`config.mk`:
```
export PLATFORM = sky130hd
export DESIGN_NAME = masked_narrow
export DESIGN_NICKNAME = d
export VERILOG_FILES = /design/src/rtl/masked_narrow.sv
export SDC_FILE = /design/constraint.sdc
export NUM_CORES = 1
export LEC_CHECK = 0
export BUFFER_PORTS_ARGS = -buffer_cell sky130_fd_sc_hd__buf_2
export CORE_AREA = 2 2 525 527
export DETAILED_ROUTE_END_ITERATION = 6
export DIE_AREA = 0 0 527 529
export GPL_ROUTABILITY_DRIVEN = 0
export PLACE_DENSITY = 0.3
export SYNTH_ARGS = -nofsm -noshare
export SYNTH_HDL_FRONTEND = slang
export SYNTH_SLANG_ARGS = --single-unit
```
`constraint.sdc`:
```
create_clock -name clk -period 1.89 [get_ports clk]
set_input_delay 0.2835 -clock clk [delete_from_list [all_inputs] [get_ports clk]]
set_output_delay 0.2835 -clock clk [all_outputs]
set_load 0.005 [all_outputs]
```
`src/rtl/masked_narrow.sv`:
```
module masked_narrow #(
  parameter int LANES = 8,
  parameter int SRC_W = 64,
  parameter int DST_W = 32
) (
  input  logic                     clk,
  input  logic                     rst_n,
  input  logic                     in_valid,
  input  logic [LANES*SRC_W-1:0]   src,
  input  logic [LANES*DST_W-1:0]   prev,
  input  logic [1:0]               mode,
  input  logic [1:0]               lanes_sel,
  input  logic                     mask_en,
  input  logic [LANES-1:0]         mask,
  input  logic                     zero_mode,
  input  logic                     store_dst,
  input  logic [3:0]               rsvd,
  output logic                     out_valid,
  output logic [LANES*SRC_W-1:0]   result,
  output logic                     reg_we,
  output logic [LANES*DST_W/8-1:0] byte_en,
  output logic                     fault
);
  localparam int IN_W  = LANES * SRC_W;
  localparam int HALF  = LANES * DST_W;
  localparam int BE_W  = HALF / 8;
  localparam int BPL   = DST_W / 8;
  localparam int HI_W  = SRC_W - DST_W;

  logic [HALF-1:0]  conv;
  logic [HALF-1:0]  nxt_res;
  logic [BE_W-1:0]  nxt_be;
  logic [LANES-1:0] in_cnt;
  logic             bad;

  assign bad = (rsvd != 4'b1111);

  always_comb begin
    for (int j = 0; j < LANES; j++)
      in_cnt[j] = (lanes_sel == 2'b00) ? (j < LANES/4) :
                  (lanes_sel == 2'b01) ? (j < LANES/2) : 1'b1;
  end

  genvar g;
  generate
    for (g = 0; g < LANES; g++) begin : g_lane
      logic [SRC_W-1:0] q;
      logic             fits_s, fits_u;
      assign q      = src[g*SRC_W +: SRC_W];
      assign fits_s = (q[SRC_W-1:DST_W-1] == '0) || (q[SRC_W-1:DST_W-1] == '1);
      assign fits_u = (q[SRC_W-1:DST_W] == {HI_W{1'b0}});
      always_comb begin
        unique case (mode)
          2'b01:   conv[g*DST_W +: DST_W] = fits_s ? q[DST_W-1:0] :
                     (q[SRC_W-1] ? {1'b1, {(DST_W-1){1'b0}}} : {1'b0, {(DST_W-1){1'b1}}});
          2'b10:   conv[g*DST_W +: DST_W] = fits_u ? q[DST_W-1:0] : {DST_W{1'b1}};
          default: conv[g*DST_W +: DST_W] = q[DST_W-1:0];
        endcase
      end
    end
  endgenerate

  always_comb begin
    for (int j = 0; j < LANES; j++) begin
      logic sel;
      sel = in_cnt[j] && (!mask_en || mask[j]);
      if (!in_cnt[j])
        nxt_res[j*DST_W +: DST_W] = '0;
      else if (sel || store_dst)
        nxt_res[j*DST_W +: DST_W] = conv[j*DST_W +: DST_W];
      else if (zero_mode)
        nxt_res[j*DST_W +: DST_W] = '0;
      else
        nxt_res[j*DST_W +: DST_W] = prev[j*DST_W +: DST_W];
      nxt_be[j*BPL +: BPL] = {BPL{sel && store_dst && !bad}};
    end
  end

  always_ff @(posedge clk or negedge rst_n) begin
    if (!rst_n) begin
      out_valid <= 1'b0;
      result    <= '0;
      reg_we    <= 1'b0;
      byte_en   <= '0;
      fault     <= 1'b0;
    end else begin
      out_valid <= in_valid;
      reg_we    <= in_valid && !store_dst && !bad;
      byte_en   <= in_valid ? nxt_be : '0;
      fault     <= in_valid && bad;
      if (in_valid)
        result <= {{(IN_W-HALF){1'b0}}, nxt_res};
    end
  end
endmodule

```
# Word level (Yosys, flattened, before mapping)
# Cells that the tools add are included.
# Widths: inputs -> output; s select.
[op_classes]
n_eq_ne = 12
mux = 58
reduce_logical = 69
[ops]
columns = ["op", "count"]
rows = [
  ["$mux 32", 47],
  ["$pmux 32 s2", 8],
  ["$eq 33x33->1 const B", 8],
  ["$logic_not 33->1", 8],
  ["$logic_not 32->1", 8],
  ["$logic_and 1x1->1", 25],
  ["$logic_or 1x1->1", 24],
  ["$eq 2x1->1 const B", 2],
  ["$ne 4x4->1 const B", 1],
  ["$logic_not 1->1", 3],
  ["$mux 1", 3],
  ["$eq 2x2->1 const B", 1],
  ["$logic_not 2->1", 1],
]
[word_totals]
reg_bits = 291
in_bits = 790
wordCells = 144

# Logic depth before layout (Yosys ltp)
[logic_depth]
word_depth = 7
mapped_depth = 10

# Least setup slack after synthesis
# No wires, ideal clock.
[synth_timing]
kind = "input -> register"
from = "in mode[0]"
to = "reg result[161]"
arrival_time_ps = 1813
path_slack_ps = -57
stages = 9
path_cell_list = "inv_1 -> ha_1 -> nor2_1 -> clkbuf_1 -> nand2_1 -> o31a_2 -> buf_6 -> a21oi_1 -> o22ai_2"
[synth_between]
elab_chain_cells = 4
word_cells_on_any_way = 5
cone_classes = "eq/ne: 2; mux: 3"
[synth_lines]
columns = ["element", "line", "text"]
rows = [
  ["start, declared", "11", "input logic [1:0] mode,"],
  ["$eq 2x2->1 or $eq 2x1->1 (tied branches)", "53", "unique case (mode)"],
  ["$pmux 32 s2 (*)", "53", ""],
  ["$mux 32 (*)", "69", "else if (sel || store_dst)"],
  ["$mux 32 (*)", "67", "if (!in_cnt[j])"],
  ["end signal, assigned", "92", "result <= {{(IN_W-HALF){1'b0}}, nxt_res};"],
  ["end, declared", "19", "output logic [LANES*SRC_W-1:0] result,"],
]
# Every way passes the cells marked *; elsewhere a longest branch is shown, timed or not.
# A chain may end at the register's enable or synchronous reset.

# Worst setup path after layout
[layout_timing]
from = "in src[316]"
to = "reg result[130]"
[layout_between]
elab_chain_cells = 6
word_cells_on_any_way = 9
cone_classes = "eq/ne: 1; mux: 5; reduce/logical: 3"
[layout_lines]
columns = ["element", "line", "text"]
rows = [
  ["start, declared", "9", "input logic [LANES*SRC_W-1:0] src,"],
  ["$eq 33x33->1 or $logic_not 33->1 (tied branches)", "50", "assign fits_s = (q[SRC_W-1:DST_W-1] == '0) || (q[SRC_W-1:DST_W-1] == '1);"],
  ["$logic_or 1x1->1", "50", ""],
  ["$mux 32", "54", "2'b01: conv[g*DST_W +: DST_W] = fits_s ? q[DST_W-1:0] :"],
  ["$pmux 32 s2 (*)", "53", ""],
  ["$mux 32 (*)", "69", ""],
  ["$mux 32 (*)", "67", ""],
]
# Marks and branches as above.

==> flow_summary_export.csv <==
group,metric,value,unit
die,die_area,279000,um2
hold_path,min_path_type,"in -> reg",
status,status,"finished with violations",
die,rows,192,
power_and_ir_drop,total_power,23000,uW
worst_setup_path,path_class,"in -> reg",
finish,fin_util,12.9,%
yosys,yosys.area_share.xor_xnor,0,%
route,routed_wl,171,mm
route,avgRoutedWirePerCell,22.6,um
yosys,syn_area_per_cell,8.11,um2
yosys,synth.area.top_cells,"dfrtp_1 35%, buf_4 11%, nor2b_1 8.5%",
route,drcViolationCount,0,
yosys,synth_top_area_share,35.4,%
status,violations,"setup timing",
die,die-height,529,um
clocking,clk_latency,0.63,ns
finish,area_growth,87.2,%
finish,drive_gt1_share,40.6,%
yosys,synth_top_family_by_area,"compound AO/OA/AOI/OAI gates",
route,avgViaCountPerCell,3.18,
timing,slew_violations,0,
route,ant_nets,0,
global_route,grt_pass1_vias,24300,
timing,finalHoldViolations,0,
clocking,cts_buffers,44,
flow_run,drv_cap,0,
clocking,cts.path.max_buffers,3,
yosys,synth_top_cell_by_area,"dfrtp_1",
die,core-area,273000,um2
clocking,cts_tree,"built",
worst_setup_path,endpoint_kind,"flip-flop",
timing,timing.final.ws_setup,-0.0302,ns
yosys,synthCells,2325,
clocking,cts_num_sinks,267,
die,io_pins,1337,
timing,worst_pin_slew,0.780,ns
global_route,antenna_found_initial,142,
yosys,yosys.area_share.simple,21.6,%
global_route,grt_pass1_wl,221,mm
timing,slew_headroom,47.9,%
timing,fin_skew,0,ns
route,vias,23900,
yosys,synth_compound_area_share,23.1,%
power_and_ir_drop,ir_drop,0.521,mV
placement,portBuffers,1080,
yosys,synth-edff-count,0,
clocking,root_buffer,"clkbuf_16",
timing,fmax,521,MHz
yosys,synth-seq-cells,267,
timing,fin_crit_sh,102,%
global_route,grt_max_degree,62,
worst_setup_path,startpoint_type,"input port",
finish,nets,4661,
worst_setup_path,cp_max_fo,31,
yosys,synth_fa_ha_area_share,0.133,%
power_and_ir_drop,cellPowerDensity,650,nW/um2
worst_setup_path,cp.arrival,2.47,ns
die,start_util,6.91,%
yosys,synth_most_common_cell,"buf_4",
yosys,yosys-mux-area-fraction,0,%
global_route,grt_usage,11.6,%
placement,dpl.cell_count,7105,
yosys,synthTopCellsByCount,"280 x buf_4, 267 x dfrtp_1, 256 x nor2b_1, 247 x o21ai_0, 199 x inv_1",
route,dr.pass1.iters,5,
timing,period_minus_slack,1.92,ns
die,die_w,527,um
yosys,synth-main-ff-cell,"dfrtp_1",
timing,setup_viol,10,
placement,hpwl,145,mm
worst_setup_path,crit_required,2.44,ns
yosys,synth.distinct_cells,48,
global_route,grt-ovfl-total,0,
finish,layout.cells.non_filler,7534,
yosys,async_flop_share,100,%
route,drt_iter0_markers,887,
power_and_ir_drop,leakage,0.0158,uW
clocking,clk_pin_slew,0.06,ns
yosys,ys_warn_count,0,
yosys,ys_seq_area_share,35.4,%
timing,rsz0062_at_grt,"yes",
clocking,htree_levels,2,
yosys,syn_area,18900,um2
timing,whs,0.0644,ns
## cells by family (layout without fill, tap and decap cells)
group,count (synthesis),count (layout)
compound gates,732,732
buf+inv,663,1983
simple gates,660,660
flops,267,267
fa+ha+maj,2,2
other cells,1,301
## placed cells by master (no fill, tap or decap), types with 8 or more instances in the layout
master / netlist / layout
a21oi_1: 164 / 138
nor4_2: 6 / 12
clkbuf_8: 0 / 8
o22ai_1: 185 / 181
nor4_1: 71 / 60
nand3_1: 12 / 11
buf_6: 18 / 9
o21ai_0: 247 / 239
nand4_1: 74 / 74
buf_2: 28 / 1069
a311oi_1: 93 / 83
buf_4: 280 / 259
diode_2: 0 / 45
clkinv_2: 0 / 8
a21oi_2: 0 / 19
conb_1: 1 / 256
or2b_1: 15 / 15
a311oi_2: 0 / 9
nor2b_1: 256 / 254
o21ai_1: 12 / 20
dlygate4sd3_1: 0 / 293
clkbuf_16: 0 / 45
inv_1: 199 / 199
and3b_1: 31 / 28
nand2b_1: 83 / 81
nor2_1: 13 / 12
nand2_1: 65 / 63
buf_12: 0 / 71
dfrtp_1: 267 / 267
## worst max-delay path, stage by stage
cell and delay (ns):
buf_2 0.08, buf_4 0.09, nand4_1 0.07, or4_1 0.54
nor3_2 0.52, buf_4 0.22, o31a_2 0.16, buf_12 0.20
a21oi_1 0.16, o22ai_1 0.13
## metal layers
layer | part of all wire [%] | GRT usage [%] | up-vias
met5 | 0.30 | 0 | -
li1 | - | - | 10800
met4 | 3.3 | 3.17 | 78
met3 | 7.6 | 3.15 | 274
met2 | 47 | 19.6 | 1199
met1 | 42 | 14.5 | 11500
## power by group
group          switching (uW)  internal, uW  leakage [uW]
sequential                433          6430       0.00343
combinational            4030          3320        0.0116
clock                    3550          5190      0.000726
## state kept, by name, summed over array words and instances, names as in the netlist
signal,count
byte_en,8
fault,1
out_valid,1
reg_we,1
result,256
## through the flow
step / instance area (um2) / setup TNS, ns / worst slack, ns
floorplan: 19800 / 0 / 0.0156
global placement: 30200 / -190.71 / -1.22
detailed placement: 30200 / -188.84 / -1.12
CTS: 35000 / -3.37 / -0.186
global route: 35200 / -6.34 / -0.239
finish: 35300 / -0.146 / -0.0302
## cell type report
| cell class | instances | area [um2] |
|---|---|---|
| Fill cell | 31700 | 238000 |
| Timing Repair Buffer | 1705 | 11800 |
| Multi-Input combinational cell | 1650 | 9970 |
| Sequential cell | 267 | 6680 |
| Tap cell | 3589 | 4490 |
| Clock buffer | 60 | 1260 |
| Inverter | 201 | 756 |
| Clock inverter | 17 | 206 |
| Antenna cell | 45 | 113 |
## path summary, 6_finish.rpt
path / start / to / slack (ns) / depth (start not counted)
min reg2reg: result[31] / result[31] / 0.48 / 1
max in group asynchronous: rst_n / result[154] / 0.88 / 3
min: src[337] / result[177] / 0.06 / 4
min in group asynchronous: rst_n / result[211] / 0.18 / 2
max reg2reg: result[24] / result[24] / 1.04 / 3
max: src[316] / result[130] / -0.03 / 10
## repair_timing
item / in CTS / in global routing
gates resized for setup: 51 / 45
endpoints found under the setup margin: 135 / 134
buffers inserted: 11 / 4
cloned: 3 / 0
hold endpoints to repair: 326 / 0
pin swaps: 17 / 12
hold buffers: 293 / 0
Power figures use the tool's default switching activity.
